`config.mk`:
```
export PLATFORM = sky130hd
export DESIGN_NAME = xonxoff_gate
export DESIGN_NICKNAME = d
export VERILOG_FILES = /design/src/rtl/xf_pkg.sv /design/src/rtl/xf_code_cmp.sv /design/src/rtl/xf_mode_ctl.sv /design/src/rtl/xf_pause.sv /design/src/rtl/xf_filter.sv /design/src/rtl/xonxoff_gate.sv
export SDC_FILE = /design/constraint.sdc
export NUM_CORES = 1
export LEC_CHECK = 0
export BUFFER_PORTS_ARGS = -buffer_cell sky130_fd_sc_hd__buf_2
export CAP_MARGIN = 20
export CORE_MARGIN = 2
export CORE_UTILIZATION = 50
export CTS_CLUSTER_DIAMETER = 60
export DETAILED_ROUTE_END_ITERATION = 8
export GPL_ROUTABILITY_DRIVEN = 0
export PLACE_DENSITY = 0.71
export SLEW_MARGIN = 10
export SYNTH_ARGS = -nofsm -noshare
export SYNTH_HDL_FRONTEND = slang
export SYNTH_HIERARCHICAL = 1
export SYNTH_SLANG_ARGS = --single-unit
```
`constraint.sdc`:
```
create_clock -name clk_i -period 3.8 [get_ports clk_i]
set_clock_uncertainty 0.05 [all_clocks]
set_input_delay 0.19 -clock clk_i [delete_from_list [all_inputs] [get_ports clk_i]]
set_output_delay 0.19 -clock clk_i [all_outputs]
set_load 0.01 [all_outputs]
```
`src/rtl/xf_pkg.sv`:
```
package xf_pkg;
  localparam int MODE_W = 2;
  typedef enum logic [MODE_W-1:0] {
    XF_OFF   = 2'b00,
    XF_ONE_A = 2'b01,
    XF_ONE_B = 2'b10,
    XF_PAIR  = 2'b11
  } xf_mode_e;
endpackage

```
`src/rtl/xf_code_cmp.sv`:
```
module xf_code_cmp #(
  parameter int DATA_W = 8
) (
  input  logic [DATA_W-1:0] char_i,
  input  logic [DATA_W-1:0] stop_code_i,
  input  logic [DATA_W-1:0] go_code_i,
  output logic              stop_hit_o,
  output logic              go_hit_o
);
  // stop has priority when both codes are equal
  assign stop_hit_o = (char_i == stop_code_i);
  assign go_hit_o   = (char_i == go_code_i) && !stop_hit_o;
endmodule

```
`src/rtl/xf_mode_ctl.sv`:
```
module xf_mode_ctl
  import xf_pkg::*;
(
  input  logic                clk_i,
  input  logic                rst_ni,
  input  logic [MODE_W-1:0]   mode_i,
  input  logic                tx_en_i,
  input  logic                busy_i,
  output xf_mode_e            mode_o,
  output logic                flush_o
);
  xf_mode_e mode_q;
  logic     accept;

  assign accept  = !tx_en_i && !busy_i;
  assign flush_o = accept && (xf_mode_e'(mode_i) != mode_q);
  assign mode_o  = mode_q;

  always_ff @(posedge clk_i or negedge rst_ni) begin
    if (!rst_ni)     mode_q <= XF_OFF;
    else if (accept) mode_q <= xf_mode_e'(mode_i);
  end

  AST_MODE_FROZEN: assert property (@(posedge clk_i) disable iff (!rst_ni) tx_en_i |=> $stable(mode_q));
endmodule

```
`src/rtl/xf_pause.sv`:
```
module xf_pause (
  input  logic clk_i,
  input  logic rst_ni,
  input  logic mode_off_i,
  input  logic set_i,
  input  logic clr_i,
  output logic pause_o
);
  logic pause_q;

  always_ff @(posedge clk_i or negedge rst_ni) begin
    if (!rst_ni)         pause_q <= 1'b0;
    else if (mode_off_i) pause_q <= 1'b0;
    else if (set_i)      pause_q <= 1'b1;
    else if (clr_i)      pause_q <= 1'b0;
  end

  assign pause_o = pause_q;

  AST_OFF_RUNNING: assert property (@(posedge clk_i) disable iff (!rst_ni) mode_off_i |=> !pause_q);
  AST_SET_PAUSES:  assert property (@(posedge clk_i) disable iff (!rst_ni) set_i |=> pause_q);
  AST_EVENT_EXCL:  assert property (@(posedge clk_i) disable iff (!rst_ni) set_i |-> !clr_i);
endmodule

```
`src/rtl/xf_filter.sv`:
```
module xf_filter
  import xf_pkg::*;
#(
  parameter int DATA_W = 8
) (
  input  logic              clk_i,
  input  logic              rst_ni,
  input  logic              rx_valid_i,
  input  logic [DATA_W-1:0] rx_char_i,
  input  xf_mode_e          mode_i,
  input  logic              flush_i,
  input  logic              lead_stop_i,
  input  logic              lead_go_i,
  input  logic              tail_stop_i,
  input  logic              tail_go_i,
  output logic              out_valid_o,
  output logic [DATA_W-1:0] out_char_o,
  output logic              pause_set_o,
  output logic              pause_clr_o,
  output logic              busy_o
);
  logic              out_v_q, n_out_v;
  logic [DATA_W-1:0] out_c_q, n_out_c;
  logic              held_v_q, n_held_v;
  logic              held_stop_q, n_held_stop;
  logic [DATA_W-1:0] held_c_q, n_held_c;
  logic              skid_v_q, n_skid_v;
  logic [DATA_W-1:0] skid_c_q, n_skid_c;

  always_comb begin
    n_out_v     = 1'b0;
    n_out_c     = out_c_q;
    n_held_v    = held_v_q;
    n_held_stop = held_stop_q;
    n_held_c    = held_c_q;
    n_skid_v    = 1'b0;
    n_skid_c    = skid_c_q;
    pause_set_o = 1'b0;
    pause_clr_o = 1'b0;

    if (skid_v_q) begin
      n_out_v = 1'b1;
      n_out_c = skid_c_q;
    end

    // mode change releases a held lead code as data
    if (flush_i && held_v_q) begin
      n_out_v  = 1'b1;
      n_out_c  = held_c_q;
      n_held_v = 1'b0;
    end

    if (rx_valid_i) begin
      unique case (mode_i)
        XF_OFF: begin
          n_out_v = 1'b1;
          n_out_c = rx_char_i;
        end
        XF_ONE_A, XF_ONE_B: begin
          if (lead_stop_i)    pause_set_o = 1'b1;
          else if (lead_go_i) pause_clr_o = 1'b1;
          else begin
            n_out_v = 1'b1;
            n_out_c = rx_char_i;
          end
        end
        XF_PAIR: begin
          if (held_v_q && held_stop_q && tail_stop_i) begin
            pause_set_o = 1'b1;
            n_held_v    = 1'b0;
          end else if (held_v_q && !held_stop_q && tail_go_i) begin
            pause_clr_o = 1'b1;
            n_held_v    = 1'b0;
          end else begin
            if (held_v_q) begin
              n_out_v = 1'b1;
              n_out_c = held_c_q;
            end
            if (lead_stop_i || lead_go_i) begin
              n_held_v    = 1'b1;
              n_held_stop = lead_stop_i;
              n_held_c    = rx_char_i;
            end else begin
              n_held_v = 1'b0;
              if (held_v_q) begin
                // output slot taken by the released lead: defer one cycle
                n_skid_v = 1'b1;
                n_skid_c = rx_char_i;
              end else begin
                n_out_v = 1'b1;
                n_out_c = rx_char_i;
              end
            end
          end
        end
        default: ;
      endcase
    end
  end

  always_ff @(posedge clk_i or negedge rst_ni) begin
    if (!rst_ni) begin
      out_v_q     <= 1'b0;
      out_c_q     <= '0;
      held_v_q    <= 1'b0;
      held_stop_q <= 1'b0;
      held_c_q    <= '0;
      skid_v_q    <= 1'b0;
      skid_c_q    <= '0;
    end else begin
      out_v_q     <= n_out_v;
      out_c_q     <= n_out_c;
      held_v_q    <= n_held_v;
      held_stop_q <= n_held_stop;
      held_c_q    <= n_held_c;
      skid_v_q    <= n_skid_v;
      skid_c_q    <= n_skid_c;
    end
  end

  assign out_valid_o = out_v_q;
  assign out_char_o  = out_c_q;
  assign busy_o      = skid_v_q;

  AST_RX_SPACED: assert property (@(posedge clk_i) disable iff (!rst_ni) rx_valid_i |=> !rx_valid_i);
  AST_OFF_PASS: assert property (@(posedge clk_i) disable iff (!rst_ni)
    (rx_valid_i && mode_i == XF_OFF) |=> (out_v_q && out_c_q == $past(rx_char_i)));
  AST_SINGLE_DROP: assert property (@(posedge clk_i) disable iff (!rst_ni)
    (rx_valid_i && (mode_i == XF_ONE_A || mode_i == XF_ONE_B) && (lead_stop_i || lead_go_i)) |=> !out_v_q);
  AST_HELD_RELEASE: assert property (@(posedge clk_i) disable iff (!rst_ni)
    (rx_valid_i && mode_i == XF_PAIR && held_v_q && !tail_stop_i && !tail_go_i)
      |=> (out_v_q && out_c_q == $past(held_c_q)));
endmodule

```
`src/rtl/xonxoff_gate.sv`:
```
module xonxoff_gate #(
  parameter int DATA_W = 8
) (
  input  logic              clk_i,
  input  logic              rst_ni,
  input  logic              rx_valid_i,
  input  logic [DATA_W-1:0] rx_char_i,
  input  logic [DATA_W-1:0] xon1_i,
  input  logic [DATA_W-1:0] xon2_i,
  input  logic [DATA_W-1:0] xoff1_i,
  input  logic [DATA_W-1:0] xoff2_i,
  input  logic [1:0]        mode_i,
  input  logic              tx_en_i,
  output logic              fifo_valid_o,
  output logic [DATA_W-1:0] fifo_char_o,
  output logic              tx_pause_o,
  output logic              tx_go_o
);
  import xf_pkg::*;

  xf_mode_e          mode_q;
  logic              flush, skid_busy, busy;
  logic [DATA_W-1:0] lead_stop_code, lead_go_code;
  logic              lead_stop, lead_go, tail_stop, tail_go;
  logic              pz_set, pz_clr, pause;

  assign busy = rx_valid_i || skid_busy;

  xf_mode_ctl u_mode (
    .clk_i   (clk_i),
    .rst_ni  (rst_ni),
    .mode_i  (mode_i),
    .tx_en_i (tx_en_i),
    .busy_i  (busy),
    .mode_o  (mode_q),
    .flush_o (flush)
  );

  // slot-two single mode uses the second code pair as its only pair
  assign lead_stop_code = (mode_q == XF_ONE_B) ? xoff2_i : xoff1_i;
  assign lead_go_code   = (mode_q == XF_ONE_B) ? xon2_i  : xon1_i;

  xf_code_cmp #(.DATA_W(DATA_W)) u_lead_cmp (
    .char_i      (rx_char_i),
    .stop_code_i (lead_stop_code),
    .go_code_i   (lead_go_code),
    .stop_hit_o  (lead_stop),
    .go_hit_o    (lead_go)
  );

  xf_code_cmp #(.DATA_W(DATA_W)) u_tail_cmp (
    .char_i      (rx_char_i),
    .stop_code_i (xoff2_i),
    .go_code_i   (xon2_i),
    .stop_hit_o  (tail_stop),
    .go_hit_o    (tail_go)
  );

  xf_filter #(.DATA_W(DATA_W)) u_filter (
    .clk_i       (clk_i),
    .rst_ni      (rst_ni),
    .rx_valid_i  (rx_valid_i),
    .rx_char_i   (rx_char_i),
    .mode_i      (mode_q),
    .flush_i     (flush),
    .lead_stop_i (lead_stop),
    .lead_go_i   (lead_go),
    .tail_stop_i (tail_stop),
    .tail_go_i   (tail_go),
    .out_valid_o (fifo_valid_o),
    .out_char_o  (fifo_char_o),
    .pause_set_o (pz_set),
    .pause_clr_o (pz_clr),
    .busy_o      (skid_busy)
  );

  xf_pause u_pause (
    .clk_i      (clk_i),
    .rst_ni     (rst_ni),
    .mode_off_i (mode_q == XF_OFF),
    .set_i      (pz_set),
    .clr_i      (pz_clr),
    .pause_o    (pause)
  );

  assign tx_pause_o = pause;
  assign tx_go_o    = tx_en_i && !pause;

  AST_PAUSED_NO_START: assert property (@(posedge clk_i) disable iff (!rst_ni)
    $rose(tx_pause_o) |-> !tx_go_o);
endmodule

```
==> run_results.csv <==
group,metric,value,unit
sta,timing.slew.headroom,40.5,%
worst_hold_path,hp-class,"in2reg",
pwr,power_frac_seq,37.7,%
logic_synthesis,synth_area,2700,µm²
sta,worstMarginPinSlew,0.893,ns
clock_tree,cts_buffers,5,
sta,hold_slack,0.112,ns
logic_synthesis,yosysWarnings,6,
pwr,p_total,1.03,mW
sta,fin_tns_setup,0,ns
sta,layout_setup_ws,0.324,ns
logic_synthesis,syn_nets,323,
finish,drive_above_1_share,35.1,%
logic_synthesis,synth_flop_cell,"dfrtp_1",
pwr,p_sw_share,32.1,%
logic_synthesis,synthTopCellsByArea,"dfrtp_1 (29%), mux2_4 (10%), mux2_2 (7.5%), xnor2_1 (5.8%), xor2_1 (5.2%)",
clock_tree,clk-insertion-delay-late,0.29,ns
route,drcViolationCount,0,
die,core-area,5140,µm²
finish,layout_commonest_cell,"buf_2",
sta,finalHoldViolCount,0,
finish,nets,375,
global_route,grt_max_degree,33,
route,vias,2335,
logic_synthesis,syn_inst,275,
die,die_w,77.4,µm
critical_path,path_max_fanout,14,
pwr,power_frac_comb,34.8,%
pwr,switching_power,331,µW
logic_synthesis,synth.top_cell.area_share,28.8,%
global_route,grt_first_pass_wirelength,10800,µm
sta,fmax,0.288,GHz
die,die_area,6000,µm²
route,drt_first_pass_iters,4,
finish,layout_common_cells,"buf_2 (56), dfrtp_1 (31), a21oi_1 (20)",
global_route,antenna_found_initial,0,
critical_path,path_class,"reg2reg",
clock_tree,clock_path_buffers,2,
global_route,grt_usage,22.2,%
finish,finalNonFillerCells,398,
logic_synthesis,synth.avg_cell_area,9.80,µm²
logic_synthesis,async_flop_share,100,%
die,rows,26,
pwr,p_per_area,332,nW/µm²
sta,min_period,3.48,ns
finish,utilization,60.6,%
die,start_util,52.5,%
route,drt_iter0_drc,223,
route,finalWirelength,6220,µm
clock_tree,htree_levels,2,
pwr,p_clk_share,27.4,%
clock_tree,cts_resized,0,
route,avgRoutedWirePerCell,15.6,µm
sta,period_share,91.5,%
placement,dp_cells,389,
pwr,vdd_drop_max,0.150,mV
finish,area_growth_syn_to_layout,15.5,%
route,postRouteAntennaNets,0,
clock_tree,clk_pin_slew,0.06,ns
pwr,leakage,1.38,nW
global_route,grt.overflow.total,0,
clock_tree,cts_root_buf,"clkbuf_8",
clock_tree,cts.sinks,31,
die,die_y,77.4,µm
status,status,"finished, final reports clean",
route,via_per_inst,5.87,
sta,rsz0062_at_grt,"false",
logic_synthesis,ys_ff_latch,31,
clock_tree,tritoncts,"built",
logic_synthesis,netlist-cell-type-count,49,
critical_path,endpoint_kind,"register",
pwr,p_int,701,µW
logic_synthesis,synth-seq-area-share,28.8,%
placement,io_buffer_count,56,
sta,slew_violations,0,
finish,diodes,0,
critical_path,cp.required,3.92,ns
placement,post-dp-hpwl,4610,µm
finish,final_area,3110,µm²
logic_synthesis,yosys.area.top_type,"dfrtp_1",
job,cap_violations,0,
sta,final-setup-viol-count,0,
placement,preCtsSetupSlack,0.314,ns
critical_path,worst_setup_path_start_kind,"register",
die,io_pins,57,
logic_synthesis,synth_edf_count,0,
placement,place_area,3000,µm²
critical_path,cp.arrival,3.59,ns
global_route,first_global_vias,2297,
routing by layer:
| metal | GRT usage, % | wire (µm) | vias to the layer above |
|---|---|---|---|
| li1 | - | - | 1134 |
| met5 | 0 | 0 | - |
| met3 | 3.95 | 433 | 7 |
| met1 | 30.1 | 2790 | 1086 |
| met2 | 36.3 | 2900 | 108 |
| met4 | 6.61 | 87 | 0 |
critical path, stage by stage (launching register included):
cell	delay (ns)
dfrtp_1	0.44
nor2b_4	0.45
buf_4	0.23
mux2_4	0.30
xor2_1	0.16
nor4_2	0.26
o211a_1	0.40
nor2_1	0.15
a211oi_4	0.51
mux2_2	0.40
Yosys cell counts (2+ instances only):
library cell / number
or3_1: 2
dfrtp_1: 31
ha_1: 2
mux2_4: 18
o21ai_0: 12
nor4_2: 4
nand2_1: 6
and2_1: 6
buf_6: 2
a211oi_1: 14
clkbuf_1: 12
nand4_1: 5
mux2_2: 18
or4_1: 2
o22ai_1: 6
nor2_1: 6
and3b_1: 7
xnor2_1: 18
o211a_1: 2
nor2b_1: 2
a31oi_1: 13
nor3_1: 8
inv_1: 8
mux2i_1: 9
a21oi_1: 20
o211ai_1: 2
xor2_1: 16
nand2b_1: 2
a21boi_0: 2
area by class of cell:
type / instances / area [µm²]
inverter: 8 / 30.0
multi-input combinational: 219 / 1790
timing repair buffer: 62 / 328
tap: 70 / 87.6
fill: 474 / 2030
clock buffer: 8 / 100
sequential: 31 / 776
registers in the layout (all words and copies together) (netlist names):
signal	count
u_filter/held_v_q	1
u_filter/skid_c_q	8
u_filter/held_stop_q	1
u_filter/held_c_q	8
u_filter/out_char_o	8
u_filter/out_valid_o	1
u_filter/busy_o	1
u_mode/mode_o	2
u_pause/pause_o	1
power groups by stage:
stage / Clock (mW) / Sequential, mW / Combinational [mW]
final: 0.283 / 0.389 / 0.360
after detailed placement: 0 / 0.396 / 0.359
after global placement: 0 / 0.394 / 0.352
after floorplan: 0 / 0.403 / 0.244
after global routing: 0.308 / 0.396 / 0.397
after CTS: 0.289 / 0.390 / 0.360
cell families after synthesis:
kind of cell | after synthesis | synth area share [%]
muxes | 45 | 20.9
AOI/OAI and AO/OA | 80 | 19.4
DFF | 31 | 28.8
adders and majority gates | 2 | 0.928
buffers and inverters | 25 | 4.73
and+or+nand+nor | 58 | 14.2
xor gates and xnor gates | 34 | 11.0
worst paths after layout:
path                       cells past startpoint                  from  slack (ns)                    to
hold / removal                                 2             mode_i[1]        0.11      u_mode/mode_o[1]
setup reg to reg                               9      u_mode/mode_o[1]        0.32  u_filter/held_c_q[0]
setup / recovery                               9      u_mode/mode_o[1]        0.32  u_filter/held_c_q[0]
max in group asynchronous                      2                rst_ni        2.83  u_filter/skid_c_q[5]
hold reg to reg                                2  u_filter/skid_c_q[5]        0.44  u_filter/skid_c_q[5]
min in group asynchronous                      2                rst_ni        0.43  u_filter/held_c_q[5]
repair_timing:
action / in CTS / in global routing
endpoints found under the hold margin: 31 / 0
buffers inserted: 0 / 0
hold buffers: 1 / 0
(Power assumes the default switching activity.)
